## src/rtl/refsel_pkg.sv

```systemverilog
package refsel_pkg;
  localparam int unsigned N_IN   = 4;
  localparam int unsigned RANK_W = 2;
  localparam int unsigned IDX_W  = $clog2(N_IN);

  typedef enum logic [1:0] {
    MODE_MAN   = 2'b00,
    MODE_NREV  = 2'b01,
    MODE_REV   = 2'b10,
    MODE_RSVD  = 2'b11
  } mode_e;

  function automatic logic is_auto(input logic [1:0] m);
    return (m == MODE_NREV) || (m == MODE_REV);
  endfunction
endpackage

```

## src/rtl/refsel_qualify.sv

```systemverilog
module refsel_qualify
  import refsel_pkg::*;
#(
  parameter int unsigned N = N_IN
) (
  input  logic [N-1:0] los_i,
  input  logic [N-1:0] fos_i,
  input  logic [N-1:0] fos_en_i,
  input  logic         pair_i,
  output logic [N-1:0] cand_bad_o
);
  localparam int unsigned HALF = N / 2;

  logic [N-1:0] in_bad;
  assign in_bad = los_i | (fos_i & fos_en_i);

  for (genvar k = 0; k < N; k++) begin : g_cand
    if (k < HALF) begin : g_lo
      // pair member k+HALF carries the frame sync of candidate k
      assign cand_bad_o[k] = pair_i ? (in_bad[k] | in_bad[k+HALF]) : in_bad[k];
    end else begin : g_hi
      assign cand_bad_o[k] = pair_i | in_bad[k];
    end
  end
endmodule

```

## src/rtl/refsel_rank.sv

```systemverilog
module refsel_rank
  import refsel_pkg::*;
#(
  parameter int unsigned N  = N_IN,
  parameter int unsigned RW = RANK_W,
  localparam int unsigned IW = $clog2(N)
) (
  input  logic [N*RW-1:0] rank_i,
  input  logic [N-1:0]    cand_bad_i,
  output logic [IW-1:0]   best_o,
  output logic            none_o
);
  logic [RW-1:0] best_r;
  logic          found;

  always_comb begin
    best_o = '0;
    best_r = '1;
    found  = 1'b0;
    for (int i = 0; i < N; i++) begin
      // strict compare keeps the lower index on a tie
      if (!cand_bad_i[i] && (!found || rank_i[i*RW +: RW] < best_r)) begin
        best_o = IW'(i);
        best_r = rank_i[i*RW +: RW];
        found  = 1'b1;
      end
    end
    none_o = !found;
  end
endmodule

```

## src/rtl/refsel_manual.sv

```systemverilog
module refsel_manual
  import refsel_pkg::*;
#(
  parameter int unsigned N = N_IN,
  localparam int unsigned IW = $clog2(N)
) (
  input  logic          src_pin_i,
  input  logic [IW-1:0] sel_reg_i,
  input  logic [IW-1:0] sel_pin_i,
  input  logic [N-1:0]  cand_bad_i,
  output logic [IW-1:0] sel_o,
  output logic          sel_bad_o
);
  assign sel_o     = src_pin_i ? sel_pin_i : sel_reg_i;
  // unused pair codes are already marked bad by the qualifier
  assign sel_bad_o = cand_bad_i[sel_o];
endmodule

```

## src/rtl/refsel_fsm.sv

```systemverilog
module refsel_fsm
  import refsel_pkg::*;
#(
  parameter int unsigned N = N_IN,
  localparam int unsigned IW = $clog2(N)
) (
  input  logic          clk_i,
  input  logic          rst_ni,
  input  logic [1:0]    mode_i,
  input  logic [N-1:0]  cand_bad_i,
  input  logic [IW-1:0] man_sel_i,
  input  logic          man_bad_i,
  input  logic [IW-1:0] best_i,
  input  logic          none_i,
  output logic [IW-1:0] active_o,
  output logic          hold_o,
  output logic          switch_o
);
  logic [IW-1:0] active_q, active_d;
  logic          hold_q, hold_d;
  logic          fresh_q, fresh_d;
  logic          switch_q;
  logic          cur_ok;
  logic          auto_m;

  assign auto_m = is_auto(mode_i);
  assign cur_ok = !fresh_q && !hold_q && !cand_bad_i[active_q];

  always_comb begin
    active_d = active_q;
    hold_d   = hold_q;
    fresh_d  = fresh_q;
    if (!auto_m) begin
      active_d = man_sel_i;
      hold_d   = man_bad_i;
      fresh_d  = 1'b1;
    end else if (none_i) begin
      hold_d   = 1'b1;
      fresh_d  = 1'b1;
    end else begin
      hold_d   = 1'b0;
      fresh_d  = 1'b0;
      if (!(mode_i == MODE_NREV && cur_ok)) active_d = best_i;
    end
  end

  always_ff @(posedge clk_i or negedge rst_ni) begin
    if (!rst_ni) begin
      active_q <= '0;
      hold_q   <= 1'b0;
      fresh_q  <= 1'b1;
      switch_q <= 1'b0;
    end else begin
      active_q <= active_d;
      hold_q   <= hold_d;
      fresh_q  <= fresh_d;
      switch_q <= (active_d != active_q) || (hold_d != hold_q);
    end
  end

  assign active_o = active_q;
  assign hold_o   = hold_q;
  assign switch_o = switch_q;

  AST_MAN_HOLD: assert property (@(posedge clk_i) disable iff (!rst_ni)
    (!auto_m && man_bad_i) |=> hold_q);

  AST_AUTO_HOLD: assert property (@(posedge clk_i) disable iff (!rst_ni)
    (auto_m && (&cand_bad_i)) |=> (hold_q && $stable(active_q)));

  AST_NREV_STAY: assert property (@(posedge clk_i) disable iff (!rst_ni)
    (mode_i == MODE_NREV && cur_ok) |=> ($stable(active_q) && !hold_q));

  AST_REV_BEST: assert property (@(posedge clk_i) disable iff (!rst_ni)
    (mode_i == MODE_REV && !none_i) |=> (active_q == $past(best_i) && !hold_q));

  AST_STROBE_CHG: assert property (@(posedge clk_i) disable iff (!rst_ni)
    switch_q |-> (active_q != $past(active_q) || hold_q != $past(hold_q)));

  AST_STROBE_MISS: assert property (@(posedge clk_i) disable iff (!rst_ni)
    (active_q != $past(active_q) || hold_q != $past(hold_q)) |-> switch_q);
endmodule

```

## src/rtl/refsel_top.sv

```systemverilog
module refsel_top
  import refsel_pkg::*;
#(
  parameter int unsigned N  = N_IN,
  parameter int unsigned RW = RANK_W,
  localparam int unsigned IW = $clog2(N)
) (
  input  logic          clk_i,
  input  logic          rst_ni,
  input  logic [1:0]    mode_i,
  input  logic          sel_src_pin_i,
  input  logic [IW-1:0] sel_reg_i,
  input  logic [IW-1:0] sel_pin_i,
  input  logic [N*RW-1:0] rank_i,
  input  logic          pair_i,
  input  logic [N-1:0]  los_i,
  input  logic [N-1:0]  fos_i,
  input  logic [N-1:0]  fos_en_i,
  output logic [IW-1:0] active_o,
  output logic          hold_o,
  output logic          switch_o
);
  logic [N-1:0]  cand_bad;
  logic [IW-1:0] best, man_sel;
  logic          none, man_bad;

  refsel_qualify #(.N(N)) u_qual (
    .los_i      (los_i),
    .fos_i      (fos_i),
    .fos_en_i   (fos_en_i),
    .pair_i     (pair_i),
    .cand_bad_o (cand_bad)
  );

  refsel_rank #(.N(N), .RW(RW)) u_rank (
    .rank_i     (rank_i),
    .cand_bad_i (cand_bad),
    .best_o     (best),
    .none_o     (none)
  );

  refsel_manual #(.N(N)) u_man (
    .src_pin_i  (sel_src_pin_i),
    .sel_reg_i  (sel_reg_i),
    .sel_pin_i  (sel_pin_i),
    .cand_bad_i (cand_bad),
    .sel_o      (man_sel),
    .sel_bad_o  (man_bad)
  );

  refsel_fsm #(.N(N)) u_fsm (
    .clk_i      (clk_i),
    .rst_ni     (rst_ni),
    .mode_i     (mode_i),
    .cand_bad_i (cand_bad),
    .man_sel_i  (man_sel),
    .man_bad_i  (man_bad),
    .best_i     (best),
    .none_i     (none),
    .active_o   (active_o),
    .hold_o     (hold_o),
    .switch_o   (switch_o)
  );

  AST_PAIR_RANGE: assert property (@(posedge clk_i) disable iff (!rst_ni)
    (pair_i && is_auto(mode_i) && !none) |=> (active_o < IW'(N/2)));
endmodule

```

## config.mk

```make
export PLATFORM = sky130hd
export DESIGN_NAME = refsel_top
export DESIGN_NICKNAME = d
export VERILOG_FILES = /design/src/rtl/refsel_pkg.sv /design/src/rtl/refsel_qualify.sv /design/src/rtl/refsel_rank.sv /design/src/rtl/refsel_manual.sv /design/src/rtl/refsel_fsm.sv /design/src/rtl/refsel_top.sv
export SDC_FILE = /design/constraint.sdc
export NUM_CORES = 1
export LEC_CHECK = 0
export BUFFER_PORTS_ARGS = -buffer_cell sky130_fd_sc_hd__clkbuf_2
export CAP_MARGIN = 20
export CORE_AREA = 2 2 43 45
export DETAILED_ROUTE_END_ITERATION = 8
export DIE_AREA = 0 0 45 47
export PLACE_DENSITY = 0.76
export SLEW_MARGIN = 20
export SYNTH_ARGS = -nofsm -noshare
export SYNTH_HDL_FRONTEND = slang
export SYNTH_HIERARCHICAL = 1
export SYNTH_SLANG_ARGS = --single-unit
```

## constraint.sdc

```tcl
create_clock -name clk_i -period 1.65 [get_ports clk_i]
set_input_delay 0.165 -clock clk_i [delete_from_list [all_inputs] [get_ports clk_i]]
set_output_delay 0.165 -clock clk_i [all_outputs]
set_load 0.02 [all_outputs]
```

==> summary.md <==
| Metric | Value |
|---|---|
| Outcome | finished, violations left |
| Violated checks | negative setup slack |
| Period utilisation layout | 1.90 |
| Mapped Avg Cell Area | 8.55 sq um |
| Antenna cell count | 0 |
| Clock-pin slew on the worst setup and hold paths | 0.04 ns |
| Post-synthesis xor/xnor area fraction | 0.0617 |
| Mux contribution to synthesized area | 0.109 |
| Met3 WL | 66 um |
| Count leader, synth | nor2_1 |
| Synthesized cell area | 709 sq um |
| Register bit total from synthesis | 5 |
| Hold_ws | 0.272 ns |
| WL final | 2070 um |
| Combinational family with the most area after synthesis | compound AO/OA/AOI/OAI gates |
| Share of cells above drive strength 1 | 0.590 |
| Max-slew violations | 0 |
| DP Worst Slack | -1.80 ns |
| Hold Violations, Final | 0 |
| Cells along the critical path | clkbuf_2 -> a21o_1 -> a221o_1 -> nand4bb_1 -> a31o_1 -> a21o_1 -> a21oi_2 -> a22oi_1 -> ha_1 -> o21ai_2 -> or3_1 -> and3_4 -> or2_4 -> xnor2_2 -> a21oi_1 -> a221o_1 |
| Post-route minimum period | 3.13 ns |
| R2R Setup Slk | -0.19 ns |
| Required @ worst endpoint | 1.77 ns |
| First-pass GRT wire length | 2940 um |
| Adder-cell share of the synthesized area | 0.0670 |
| Starting Density | 0.430 |
| Root Buffer | clkbuf_4 |
| Worst hold-check path type | input pin to async pin |
| Io pins | 34 |
| Power per cell area | 632 nW/um^2 |
| Routed vias | 844 |
| Worst Setup Start Kind | input pin |
| Setup crit end kind | flip-flop |
| Clk_lat worst skew | 0.24 ns |
| Max_cap viols | 0 |
| Post-synth EDFFs | 0 |
| Met2 wire len | 1120 um |
| WL met1 | 888 um |
| # port buffers | 33 |
| Final Cell Area | 1180 sq um |
| Nets@finish | 178 |
| DIE AREA | 2120 sq um |
| TritonRoute pass-1 iters | 3 |
| DR iter-0 viols | 3 |
| Inserted Clock Buffers | 3 |
| Total gr overflow | 0 |
| Ys flop type | dfrtp_1 |
| Setup Skew | 0.000145 ns |
| Final worst slack | -1.48 ns |
| H-tree levels | 1 |
| Post-synth net total | 116 |
| Max clock buf depth | 2 |
| GRT Overall Usage | 0.188 |
| Post-layout util | 0.717 |
| CP max-delay cell | a221o_1 |
| Static Leakage | 0.588 nW |
| RR Endpoint | u_fsm/switch_o |
| Core area | 1650 sq um |
| Die X-Extent | 45 um |
| DR top layer | met3 |
| Die H | 47 um |
| Critical path class | input pin to flip-flop |
| Peak VDD IR | 314 uV |
| Detail Route Antenna Nets | 0 |
| HPWL after DPL | 1650 um |
| Yosys warns | 6 |
| Fmax | 320 MHz |
| Crit path buffers/inverters | 1 |
| Synthesized instance count | 83 |
| Top post-synthesis cells by count | 7 x nor2_1, 5 x a21oi_1, 5 x inv_1 |
| Worst EP arrival | 3.25 ns |
| Critical Path Fanout Max | 3 |
| Fillers | 127 |
| DR DRC count | 0 |
| DR vias/cell | 5.24 |
| Rows | 15 |
| Post-Synth Simple-Gate Area | 0.226 |
| Async set-reset flop share out of synthesis | 1.00 |
| Worst R2R Start | u_fsm/hold_o |
| Initial antenna violation count | 0 |
| RSZ-0062 raised after global routing | yes |
| Area leader, netlist | dfrtp_1 |
| RD Place Congestion | 0.791 |
| Setup Viol. Count Final | 3 |
| Post-synthesis cell type count | 42 |
| Pin count of the biggest net entering global routing | 11 |
| CP max stage delay | 0.34 ns |
| CTS tree | done |
| Compound-cell area share of the yosys netlist | 0.314 |
| Slew Limit Headroom | 0.648 |
| Crit path max-delay family | compound AO/OA/AOI/OAI gates |
| R2R cell count | 4 |
| Post-synth top area share | 0.141 |
| Layout area overhead | 66.8% |
| Worst-margin pin slew | 0.524 ns |
| Vias in the first global route | 734 |
| Sequential-to-total area share from yosys stat | 0.178 |
| Drt wl/cell | 12.9 um |
| Placed inst area | 1040 sq um |
| Top cells by area, synth | dfrtp_1 14%, ha_1 5.3%, xnor2_1 4.9% |
| CTS sink cnt | 5 |
## report_power, final
part | internal, W | switching [W] | total, W
Clock | 0.0000914 | 0.0000494 | 0.000141
Sequential | 0.000148 | 0.0000267 | 0.000175
Combinational | 0.000233 | 0.000200 | 0.000433
Total | 0.000473 | 0.000276 | 0.000748
## worst reg2reg max path: stages, from the launching register on
cell	delay, ns
dfrtp_1	0.37
or3b_4	0.41
nor3_1	0.47
a21oi_1	0.10
a221o_1	0.37
## stage by stage
| stage | setup TNS, ns | std cells | total power (W) |
|---|---|---|---|
| detailed placement | -5.06 | 150 | 0.000552 |
| finish | -4.06 | 161 | 0.000748 |
| floorplan | -3.95 | 83 | 0.000402 |
| global route | -4.34 | 161 | 0.000796 |
| global placement | -4.76 | 150 | 0.000539 |
| CTS | -3.92 | 157 | 0.000715 |
## registers in the layout, summed over array words and instances (netlist names)
signal and flops:
u_fsm/active_o 2, u_fsm/fresh_q 1, u_fsm/hold_o 1, u_fsm/switch_o 1
## layer usage
metal / track usage / up-vias
met5: 0 / -
met4: 0.0353 / 0
met3: 0.0346 / 0
met2: 0.374 / 17
met1: 0.207 / 391
li1: - / 436
## logic make-up (layout without fill, tap and decap cells)
logic type                 count (synthesis)  in the layout
and+or+nand+nor                           28             28
AOI/OAI and AO/OA                         27             27
muxes                                      7              7
buffers and inverters                      7             68
xor gates and xnor gates                   5              5
DFF                                        5              5
adders and majority gates                  4              4
## placed cells by master (no fill, tap or decap), types with 2 or more instances in the layout
cell,Yosys,layout
clkbuf_2,0,33
buf_4,1,23
nor2_1,7,6
a21oi_1,5,4
or2_2,4,4
inv_1,5,4
dfrtp_1,4,4
clkbuf_4,0,3
nor2b_1,3,3
nand2_1,3,3
xnor2_1,4,3
a221o_1,3,3
ha_1,3,3
mux2i_1,3,3
a21o_1,3,3
a211oi_1,2,2
mux2_2,2,2
buf_6,0,2
nand4bb_1,2,2
## worst max-delay path by stage
stage / from / to / cells after the start
2_1_floorplan: fos_i[3] / u_fsm/switch_o / 15
3_3_place_gp: fos_i[2] / u_fsm/switch_o / 16
3_5_place_dp: fos_i[2] / u_fsm/switch_o / 16
4_1_cts: fos_i[2] / u_fsm/switch_o / 16
5_1_grt: fos_i[2] / u_fsm/switch_o / 16
6_report: fos_i[2] / u_fsm/switch_o / 16
## layout make-up
| cell class | count | area [sq um] | area share |
|---|---|---|---|
| timing repair buffer | 59 | 370 | 0.313 |
| sequential | 5 | 126 | 0.107 |
| inverter | 5 | 21.3 | 0.0180 |
| tap | 17 | 21.3 | 0.0180 |
| multi-input combinational | 71 | 618 | 0.522 |
| clock buffer | 4 | 26.3 | 0.0222 |
## repair_timing
item,in CTS,in global routing
buffers inserted,2,4
endpoints found under the setup margin,3,3
pin swaps,10,10
endpoints found under the hold margin,5,0
hold buffers,1,0
gates resized for setup,3,10
Power figures use the tool's default switching activity.
